`src/rtl/lp_pkg.sv`:
```
package lp_pkg;
  typedef enum logic [2:0] {
    LP_NORMAL,
    LP_ARMED,
    LP_SLEEP,
    LP_WAKE,
    LP_RECOVER
  } lp_state_t;

  typedef enum logic {
    SLP_DEEP,
    SLP_HIB
  } lp_kind_t;

  localparam logic [7:0] OP_DEEP = 8'hBA;
  localparam logic [7:0] OP_HIB  = 8'hB9;
endpackage

```
`src/rtl/lp_cs_edge.sv`:
```
module lp_cs_edge (
  input  logic clk,
  input  logic rst,
  input  logic cs_n,
  output logic cs_fall,
  output logic cs_rise
);
  logic cs_d;

  always_ff @(posedge clk) begin
    if (rst) cs_d <= 1'b1;
    else     cs_d <= cs_n;
  end

  assign cs_fall = cs_d & ~cs_n;
  assign cs_rise = ~cs_d & cs_n;
endmodule

```
`src/rtl/lp_wake_timer.sv`:
```
module lp_wake_timer #(
  parameter int CW = 8
) (
  input  logic          clk,
  input  logic          rst,
  input  logic          clear,
  input  logic          run,
  output logic [CW-1:0] count
);
  always_ff @(posedge clk) begin
    if (rst)        count <= '0;
    else if (clear) count <= CW'(1);
    else if (run)   count <= count + CW'(1);
  end
endmodule

```
`src/rtl/lp_power_ctrl.sv`:
```
module lp_power_ctrl #(
  parameter int MIN_LOW = 10,
  parameter int REC_DPD = 1000,
  parameter int REC_HIB = 45000
) (
  input  logic       clk,
  input  logic       rst,
  input  logic       cs_n,
  input  logic       sck_edge,
  input  logic       op_valid,
  input  logic [7:0] op_code,
  output logic       if_enable,
  output logic       so_hiz_force,
  output logic       recovering,
  output logic       wel_clear,
  output logic       violation
);
  import lp_pkg::*;

  localparam int REC_MAX = (REC_DPD > REC_HIB) ? REC_DPD : REC_HIB;
  localparam int CW      = $clog2(REC_MAX + 2);

  generate
    if (MIN_LOW < 2 || REC_DPD <= MIN_LOW || REC_HIB <= MIN_LOW) begin : g_bad_cfg
      $error("lp_power_ctrl: need MIN_LOW >= 2 and both recovery times above MIN_LOW");
    end
  endgenerate

  lp_state_t     state, state_nx;
  lp_kind_t      kind, kind_nx;
  logic          cs_fall, cs_rise;
  logic          tmr_clr, tmr_run;
  logic [CW-1:0] tmr_cnt;
  logic [CW-1:0] rec_lim;
  logic          viol_set, wake_done;
  logic          lp_op;

  lp_cs_edge u_edge (
    .clk     (clk),
    .rst     (rst),
    .cs_n    (cs_n),
    .cs_fall (cs_fall),
    .cs_rise (cs_rise)
  );

  lp_wake_timer #(.CW(CW)) u_timer (
    .clk   (clk),
    .rst   (rst),
    .clear (tmr_clr),
    .run   (tmr_run),
    .count (tmr_cnt)
  );

  assign lp_op   = (op_code == OP_DEEP) || (op_code == OP_HIB);
  assign rec_lim = (kind == SLP_HIB) ? CW'(REC_HIB) : CW'(REC_DPD);

  always_comb begin
    state_nx  = state;
    kind_nx   = kind;
    tmr_clr   = 1'b0;
    tmr_run   = 1'b0;
    viol_set  = 1'b0;
    wake_done = 1'b0;
    case (state)
      LP_NORMAL: begin
        if (op_valid && !cs_n && lp_op) begin
          state_nx = LP_ARMED;
          kind_nx  = (op_code == OP_HIB) ? SLP_HIB : SLP_DEEP;
        end
      end
      LP_ARMED: begin
        // a clock edge cancels, also when it meets the rise
        if (sck_edge)     state_nx = LP_NORMAL;
        else if (cs_rise) state_nx = LP_SLEEP;
      end
      LP_SLEEP: begin
        if (cs_fall) begin
          state_nx = LP_WAKE;
          tmr_clr  = 1'b1;
        end
      end
      LP_WAKE: begin
        tmr_run = 1'b1;
        if (tmr_cnt >= CW'(MIN_LOW)) begin
          state_nx = LP_RECOVER;
        end else if (cs_n) begin
          state_nx = LP_SLEEP;
          tmr_run  = 1'b0;
        end
      end
      LP_RECOVER: begin
        if (tmr_cnt >= rec_lim) begin
          state_nx  = LP_NORMAL;
          wake_done = 1'b1;
        end else begin
          tmr_run  = 1'b1;
          viol_set = cs_fall;
        end
      end
      default: state_nx = LP_NORMAL;
    endcase
  end

  always_ff @(posedge clk) begin
    if (rst) begin
      state <= LP_NORMAL;
      kind  <= SLP_DEEP;
    end else begin
      state <= state_nx;
      kind  <= kind_nx;
    end
  end

  always_ff @(posedge clk) begin
    if (rst) begin
      if_enable    <= 1'b1;
      so_hiz_force <= 1'b0;
      recovering   <= 1'b0;
      wel_clear    <= 1'b0;
      violation    <= 1'b0;
    end else begin
      if_enable    <= (state_nx == LP_NORMAL) || (state_nx == LP_ARMED);
      so_hiz_force <= !((state_nx == LP_NORMAL) || (state_nx == LP_ARMED));
      recovering   <= (state_nx == LP_WAKE) || (state_nx == LP_RECOVER);
      wel_clear    <= wake_done;
      violation    <= violation | viol_set;
    end
  end
endmodule

```
`config.mk`:
```
export PLATFORM = sky130hd
export DESIGN_NAME = lp_power_ctrl
export DESIGN_NICKNAME = d
export VERILOG_FILES = /design/src/rtl/lp_pkg.sv /design/src/rtl/lp_cs_edge.sv /design/src/rtl/lp_wake_timer.sv /design/src/rtl/lp_power_ctrl.sv
export SDC_FILE = /design/constraint.sdc
export NUM_CORES = 1
export LEC_CHECK = 0
export ABC_AREA = 1
export BUFFER_PORTS_ARGS = -buffer_cell sky130_fd_sc_hd__clkbuf_2
export CORE_MARGIN = 1.5
export CORE_UTILIZATION = 35
export DETAILED_ROUTE_END_ITERATION = 6
export PLACE_DENSITY = 0.51
export SLEW_MARGIN = 5
export SYNTH_ARGS = -nofsm -noshare
export SYNTH_HDL_FRONTEND = slang
export SYNTH_SLANG_ARGS = --single-unit
```
`constraint.sdc`:
```
create_clock -name clk -period 2 [get_ports clk]
set_clock_uncertainty 0.2 [all_clocks]
set_input_delay 0.5 -clock clk [delete_from_list [all_inputs] [get_ports clk]]
set_output_delay 0.5 -clock clk [all_outputs]
set_load 0.01 [all_outputs]
```
# --- Word level (Yosys, flattened, before mapping) ---
# Cells that the tools add are included.
totals:
  reg_bits: 26
  out_inout_bits: 5
  wordCells: 62
op_classes:
  n_addsub: 1
  n_lt_le_gt_ge: 2
  eq_ne: 9
  n_mux: 21
  n_bitwise: 6
  n_reduce_logical: 13
ops:
  columns: ["cell", "n"]
  rows:
  - ["$mux 3", 7]
  - ["$add 16x1->16 const B", 1]
  - ["$eq 8x8->1 const B", 2]
  - ["$ge 16x16->1", 1]
  - ["$ge 16x4->1 const B", 1]
  - ["$mux 16", 1]
  - ["$pmux 3 s5", 1]
  - ["$mux 1", 11]
  - ["$eq 3x2->1 const B", 3]
  - ["$eq 3x1->1 const B", 2]
  - ["$eq 3x3->1 const B", 2]
  - ["$logic_not 3->1", 2]
  - ["$reduce_or 2->1", 2]
  - ["$logic_or 1x1->1", 3]
  - ["$not 1->1", 3]
  - ["$and 1x1->1", 2]
  - ["$logic_and 1x1->1", 2]
  - ["$logic_not 1->1", 2]
  - ["$pmux 1 s2", 1]
  - ["$reduce_and 2->1", 1]
  - ["$reduce_bool 2->1", 1]
  - ["$or 1x1->1", 1]

# --- Logic depth before layout (Yosys ltp) ---
# Gate-level depths: netlist (run 1).
depth:
  ltp_word: 8
  depth_mapped: 14

# --- Hierarchy ---
# A second synthesis (run 1) with hierarchy kept.
hier_totals:
  cells_unflattened: 246
  hier_area_um2: 1549.0
by_module_without_submodules:
  columns: ["module", "n_inst", "cells_per_inst", "area_per_inst_um2", "seq_area_each_um2"]
  rows:
  - ["lp_wake_timer", 1, 124, 809.5, 320.3]
  - ["lp_power_ctrl", 1, 115, 696.9, 180.2]
  - ["lp_cs_edge", 1, 7, 42.5, 20.0]

# --- Least setup slack after synthesis (run 1) ---
# Ideal clock, no wire load.
synth_path:
  kind: "flip-flop to flip-flop"
  start: "register kind"
  end: "register if_enable"
  arrival_time_ps: 1549
  t_required_ps: 1679
  path_slack_ps: 130
  path_stages_with_launch: 12
  n_path_buf: 1
  synth_period_minus_slack_ps: 1870
  path_cell_list: "dfxtp_1 inv_1 ha_1 a21oi_1 nand2_1 nor2_4 nand3_4 buf_6 nand2_2 inv_2 nor2_4 nor2_4"
synth_between:
  elab_chain_cells: 6
  word_cells_on_any_way: 7
synth_rtl:
  columns: ["item", "line", "rtl"]
  rows:
  - ["start, declared", "lp_power_ctrl.sv:30", "lp_kind_t kind, kind_nx;"]
  - ["start signal, assigned", "lp_power_ctrl.sv:110", "kind <= kind_nx;"]
  - ["$mux 16 (*)", "lp_power_ctrl.sv:55", "assign rec_lim = (kind == SLP_HIB) ? CW'(REC_HIB) : CW'(REC_DPD);"]
  - ["$ge 16x16->1 (*)", "lp_power_ctrl.sv:92", "if (tmr_cnt >= rec_lim) begin"]
  - ["$mux 3 (*)", "lp_power_ctrl.sv:92", null]
  - ["$pmux 3 s5 (*)", "lp_power_ctrl.sv:64", "case (state)"]
  - ["$eq 3x1->1 / $logic_not 3->1 (equally long branches)", "lp_power_ctrl.sv:122", "if_enable <= (state_nx == LP_NORMAL) || (state_nx == LP_ARMED);"]
  - ["$logic_or 1x1->1 (*)", "lp_power_ctrl.sv:122", null]
  - ["end signal, assigned", "lp_power_ctrl.sv:122", null]
  - ["end, declared", "lp_power_ctrl.sv:12", "output logic if_enable,"]
# Every way passes the cells marked *; elsewhere a longest branch is shown, timed or not.
# A chain may end at the register's enable or synchronous reset.

# --- Worst setup path in the final report (run 1) ---
layout_path:
  start: "register kind"
  end: "register u_timer.count[11]"
layout_between:
  elab_chain_cells: 4
layout_rtl:
  columns: ["item", "line", "rtl"]
  rows:
  - ["$mux 16", "lp_power_ctrl.sv:55", null]
  - ["$ge 16x16->1", "lp_power_ctrl.sv:92", null]
  - ["$mux 1", "lp_power_ctrl.sv:92", null]
  - ["$pmux 1 s2", "lp_power_ctrl.sv:64", null]
  - ["end signal, assigned", "lp_wake_timer.sv:13", "else if (run) count <= count + CW'(1);"]
  - ["end, declared", "lp_wake_timer.sv:8", "output logic [CW-1:0] count"]
# No other way between the ends.

==> results.cfg, run 1 <==
[grt]
grt_pass1_vias = 1421
antenna_found_initial = 0
grt_max_degree = 23
grt_first_pass_wirelength_um = 6313
grt.total_usage_pct = 15.34
grt_remaining_overflow = 0

[synth]
syn_area_per_cell_um2 = 6.793
synth_compound_area_share_pct = 7.084
ys_ff_latch = 26
yosys_warnings = 0
synth_ff_type = dfxtp_1
ys_types = 28
synthXorXnorAreaFrac_pct = 4.176
syn_nets = 267
synth-seq-area-share_pct = 31.02
synthAdderAreaFrac_pct = 5.220
synth_top_family_by_area = simple AND/OR/NAND/NOR gates
ys_async_sr_fraction_pct = 0
synth_edf_count = 0
yosys.area_share.simple_pct = 41.46
synthCells = 247
syn_area_um2 = 1678
synthMuxAreaShare_pct = 0

[hold_path]
hold-path-endpoint = violation
hp-class = register to register
hold_path_depth = 2
min-delay-start = violation

[critical_path]
rrSetupSlack_ns = -0.02
path_max_fanout = 6
r2r_end = u_timer.count[11]
path_class = register to register
crit_arrival_ns = 2.04
cp-start-kind = register
r2r_cells = 11
rr_startpoint = kind
required_ns = 2.02
critPathCaptureType = register

[status]
violations = setup timing
status = finished with violations

[pwr]
powerDensity_nw_per_um2 = 447.1
vdd_drop_max_mv = 0.2248
p_leak_uw = 0.0009465

[timing]
setup_viol = 6
hold_violations = 0
maxSlewHeadroom_pct = 77.65
rsz0062_at_grt = true
worst_pin_slew_ns = 0.3322
max_freq_ghz = 0.4951
slew_violations = 0
setup_slack_ns = -0.01993
tns_ns = -0.04091
fin_crit_ns = 2.020
finalCritPeriodShare_pct = 101.0

[routing]
drt-pass1-iter-count = 4
dr_total_vias = 1661
postRouteAntennaNets = 0
drc = 0
totalWireLength_um = 4229
vias_per_cell = 4.914
initialDrtViolationCount = 56
wl_per_cell_um = 12.51

[cts]
clk_pin_slew_worst_paths_ns = 0.10
cts-root-buf = clkbuf_8
clkSinkCount = 26
numCtsBuffers = 3
htreeDepth = 1
clock_path_buffers = 2
cts_tree = built
cts_hold_buf = 0
insertion_delay_ns = 0.28

[floorplan]
die_w_um = 72.24
coreArea_um2 = 4661
fp.dieH_um = 72.24
die_area_um2 = 5218
num_rows = 25
initial_utilization_pct = 36.00
pin_count = 18

[layout]
drive_gt1_share_pct = 34.51
nNetsFinal = 305
syn_to_final_growth_pct = 33.93
fin_area_um2 = 2247
antennaDiodeCount = 0
postLayoutCoreUtil_pct = 48.21

[place]
dp.final_hpwl_um = 2920
place_area_um2 = 1867
io_buffer_count = 17
place.gp.congestion = 0.8429

[job]
cap_violations = 0
-- synthesized netlist by cell type, types with 2 or more instances --
cell type | number | share of area (%)
a21oi_1 | 18 | 5.4
nor2_4 | 4 | 2.7
buf_6 | 3 | 2.0
inv_2 | 4 | 0.89
nor3_2 | 3 | 1.8
xor2_1 | 7 | 3.7
nand2_4 | 2 | 1.3
ha_1 | 7 | 5.2
dfxtp_1 | 26 | 31
nand2_1 | 52 | 12
nand3_1 | 24 | 7.2
nand2_2 | 3 | 1.1
inv_1 | 35 | 7.8
nor2_1 | 33 | 7.4
nor4_1 | 2 | 0.75
nor2_2 | 3 | 1.1
or2_2 | 2 | 0.75
nand4_1 | 5 | 1.9
nor3_1 | 5 | 1.5
-- cell usage in the layout (no fill, tap or decap), drive strengths merged --
cell | Yosys | routed
bufinv | 0 | 1
o211ai | 1 | 1
ha | 7 | 7
nand2 | 57 | 60
nor4 | 2 | 2
xor2 | 7 | 7
a211oi | 1 | 1
or2 | 2 | 2
nand4 | 6 | 6
clkbuf | 0 | 20
o21ai | 1 | 1
clkinv | 0 | 1
xnor2 | 1 | 1
dfxtp | 26 | 26
a21oi | 19 | 19
nor3 | 8 | 8
inv | 39 | 38
nand3 | 26 | 26
buf | 4 | 17
nor2 | 40 | 40
-- worst max-delay path, stage by stage (launching register included) --
cell and delay, ns:
dfxtp_2 0.37, clkinv_4 0.10, buf_6 0.13, ha_4 0.24, nand4_1 0.11, nor2_2 0.14, nand2_2 0.08, nand3_4 0.12
buf_12 0.13, buf_8 0.12, nand3_2 0.08, a21oi_2 0.13
-- cells by family after synthesis --
| kind of cell | Yosys count |
|---|---|
| compound gates | 22 |
| simple gates | 141 |
| flops | 26 |
| fa+ha+maj | 7 |
| buf+inv | 43 |
| xor+xnor | 8 |
-- registers in the layout (all words and copies together) (netlist names) --
signal	flops
if_enable	1
state	3
u_edge.cs_d	1
u_timer.count	16
so_hiz_force	1
violation	1
wel_clear	1
recovering	1
kind	1
-- power by group --
part	leakage [µW]	internal [µW]	switching, µW
registers	0.000211	518	0.308
clock network	0.0000357	268	178
logic	0.000700	16.5	23.5
total	0.000946	803	202
-- layer usage --
layer	wire, µm	up-vias	track usage [%]	part of all wire (%)
met2	2040	28	25.41	48
met1	2058	766	21.17	49
met4	19	0	3.774	0.45
met3	111	2	2.083	2.6
li1	-	865	-	-
met5	0	-	0	0
-- metrics by stage --
| step | hold slack [ns] | power, µW | setup WS [ns] | std cells |
|---|---|---|---|---|
| global placement | 0.2420 | 569.1 | 0.01178 | 324 |
| floorplan | 0.2740 | 552.2 | 0.1298 | 247 |
| CTS | 0.2636 | 1013 | 0.005525 | 328 |
| detailed placement | 0.2488 | 569.4 | -0.04378 | 324 |
| finish | 0.2544 | 1005 | -0.01993 | 338 |
| global route | 0.2825 | 1045 | -0.1352 | 338 |
-- cell type report --
type | instances | area, µm²
fillers | 474 | 2414
well taps | 54 | 67.56
inverters | 39 | 151.4
clock inverters | 1 | 30.03
clock buffers | 3 | 41.29
repair buffers | 34 | 252.7
multi-input cells | 181 | 1181
flip-flops and latches | 26 | 523.0
-- what timing repair did --
action,in CTS,in global routing
pin swaps,0,23
gates cloned,0,3
resized for setup,1,39
buffers inserted,0,7
endpoints found under the setup margin,12,19
-- worst max-delay path by stage --
stage	startpoint	to	depth (start not counted)
2_1_floorplan	kind	if_enable	11
3_3_place_gp	kind	u_timer.count[1]	10
3_5_place_dp	kind	u_timer.count[1]	10
4_1_cts	kind	u_timer.count[1]	10
5_1_grt	kind	u_timer.count[11]	11
6_report	kind	u_timer.count[11]	11
(Power assumes the default switching activity.)
==> run 2: changes to the inputs <==
--- a/config.mk
+++ b/config.mk
@@ -8,9 +8,9 @@
 export ABC_AREA = 1
 export BUFFER_PORTS_ARGS = -buffer_cell sky130_fd_sc_hd__clkbuf_2
 export CORE_MARGIN = 1.5
-export CORE_UTILIZATION = 35
+export CORE_UTILIZATION = 52
 export DETAILED_ROUTE_END_ITERATION = 6
-export PLACE_DENSITY = 0.51
+export PLACE_DENSITY = 0.72
 export SLEW_MARGIN = 5
 export SYNTH_ARGS = -nofsm -noshare
 export SYNTH_HDL_FRONTEND = slang
==> results.cfg, run 2 (synthesis gave the netlist of run 1 again) <==
[routing]
wl_per_cell_um = 12.14
initialDrtViolationCount = 98
drc = 0
postRouteAntennaNets = 0
dr_total_vias = 1639
drt-pass1-iter-count = 4
totalWireLength_um = 3934
vias_per_cell = 5.059

[grt]
grt_pass1_vias = 1492
grt_first_pass_wirelength_um = 5982
grt_remaining_overflow = 0
antenna_found_initial = 0
grt_max_degree = 23
grt.total_usage_pct = 21.69

[layout]
nNetsFinal = 301
drive_gt1_share_pct = 32.50
top_regs = u_timer.count: 16 flops, state: 3 flops
largest_reg_flops = 16
final_common_cell = nand2_1
largest_register = u_timer.count
fillCellCount = 262
final_cell_mix = nand2_1 (46), inv_1 (32), nor2_1 (32)
postLayoutCoreUtil_pct = 70.78
antennaDiodeCount = 0
syn_to_final_growth_pct = 28.78
multiInputGateArea_um2 = 1169
regArea_um2 = 521.8

[timing]
max_freq_ghz = 0.4887
maxSlewHeadroom_pct = 71.27
finalCritPeriodShare_pct = 102.3
rsz0062_at_grt = true
worst_pin_slew_ns = 0.4270
fin_crit_ns = 2.046
slew_violations = 0
setup_viol = 12
setup_slack_ns = -0.04607
hold_violations = 0

[job]
cap_violations = 0

[pwr]
p_clk_share_pct = 39.5
vdd_drop_max_mv = 0.2554
internal_power_uw = 738.5
total_power_uw = 923.1
p_switching_uw = 184.5
p_leak_uw = 0.0009360
comb_power_share_pct = 4.2
powerDensity_nw_per_um2 = 427.2
seq_power_share_pct = 56.3
swShare_pct = 19.99

[cts]
htreeDepth = 1
cts-root-buf = clkbuf_4
clkSinkCount = 26
insertion_delay_ns = 0.32
clock_path_buffers = 2
cts_tree = built
clk_pin_slew_worst_paths_ns = 0.14
numCtsBuffers = 3

[critical_path]
path_max_fanout = 4
crit_chain = inv_4 > buf_6 > ha_4 > nand4_1 > nor2_1 > nand2_2 > nand3_4 > buf_12 > nand2_2 > inv_2 > nor2_4 > nor2_4 > inv_2
rrSetupSlack_ns = -0.05
crit_arrival_ns = 2.09
slowest_delay_ns = 0.39
required_ns = 2.04
critPathCaptureType = register
slowest_stage = dfxtp_2
cp-start-kind = register
path_class = register to register

[floorplan]
die_area_um2 = 3577
pin_count = 18
num_rows = 20
fp.dieH_um = 59.81
coreArea_um2 = 3053
initial_utilization_pct = 54.96
die_w_um = 59.81

[place]
place.gp.congestion = 0.8900
io_buffer_count = 17
dp.final_hpwl_um = 2692

[status]
violations = setup timing
status = finished with violations

[hold_path]
hp-class = primary input to register
## run 2: cell types whose count changed in the layout (fill, tap and decap cells not counted), moves of 3 or more
cell	previous run	this run
a21oi_1	8	13
a21oi_2	11	6
buf_4	12	7
buf_6	2	5
clkbuf_4	0	3
clkbuf_8	3	0
nand2_1	51	46
nand2_2	4	9
## run 2: timing repair
action                                  4_1_cts  5_1_grt
hold buffers                                  0        0
endpoints found under the setup margin       14       18
gates resized for setup                       1       37
buffers inserted                              0        6
pin swaps                                     0       20
cloned                                        0        3
## run 2: final timing paths
path,start,endpoint,cells past startpoint
hold / removal,cs_n,u_edge.cs_d,2
setup reg to reg,kind,so_hiz_force,13
setup / recovery,kind,so_hiz_force,13
hold reg to reg,violation,violation,2
## run 2: metal layers
| layer | track usage [%] | vias to the layer above | part of all wire, % | wire length (µm) |
|---|---|---|---|---|
| met4 | 6.984 | 0 | 1.2 | 46 |
| met1 | 27.61 | 732 | 44 | 1722 |
| li1 | - | 857 | - | - |
| met2 | 37.73 | 46 | 51 | 1991 |
| met3 | 2.597 | 4 | 4.4 | 173 |
| met5 | 0 | - | 0 | 0 |
## run 2: cell type report
class | count | share of cell area [%]
inverters | 39 | 6.891
clock buffers | 3 | 1.042
flip-flops and latches | 26 | 24.15
clock inverters | 1 | 1.390
multi-input cells | 181 | 54.08
repair buffers | 30 | 9.902
well taps | 44 | 2.548
## run 2: worst max-delay path: cells and delay by family (launching register included)
| family | cells | cell delay [ns] |
|---|---|---|
| simple gates | 7 | 0.70 |
| buf+inv | 5 | 0.41 |
| fa+ha+maj | 1 | 0.25 |
| flops | 1 | 0.39 |
## run 2: per-stage QoR
stage | hold slack, ns | setup slack [ns] | cell area [µm²] | std cells | TNS, ns
global route | 0.2632 | -0.1192 | 2161 | 324 | -1.431
finish | 0.2624 | -0.04607 | 2161 | 324 | -0.1848
global placement | 0.2420 | 0.03935 | 1832 | 311 | 0
floorplan | 0.2740 | 0.1298 | 1678 | 247 | 0
CTS | 0.2458 | 0.003217 | 1893 | 315 | 0
detailed placement | 0.2503 | -0.03775 | 1832 | 311 | -0.1952
## run 2: power groups by stage
stage / sequential (µW) / clock, µW / combinational, µW
2_1_floorplan: 531 / 0 / 21.5
3_3_place_gp: 531 / 0 / 37.0
3_5_place_dp: 531 / 0 / 37.9
4_1_cts: 520 / 374 / 38.1
5_1_grt: 520 / 392 / 45.2
6_report: 520 / 365 / 38.9
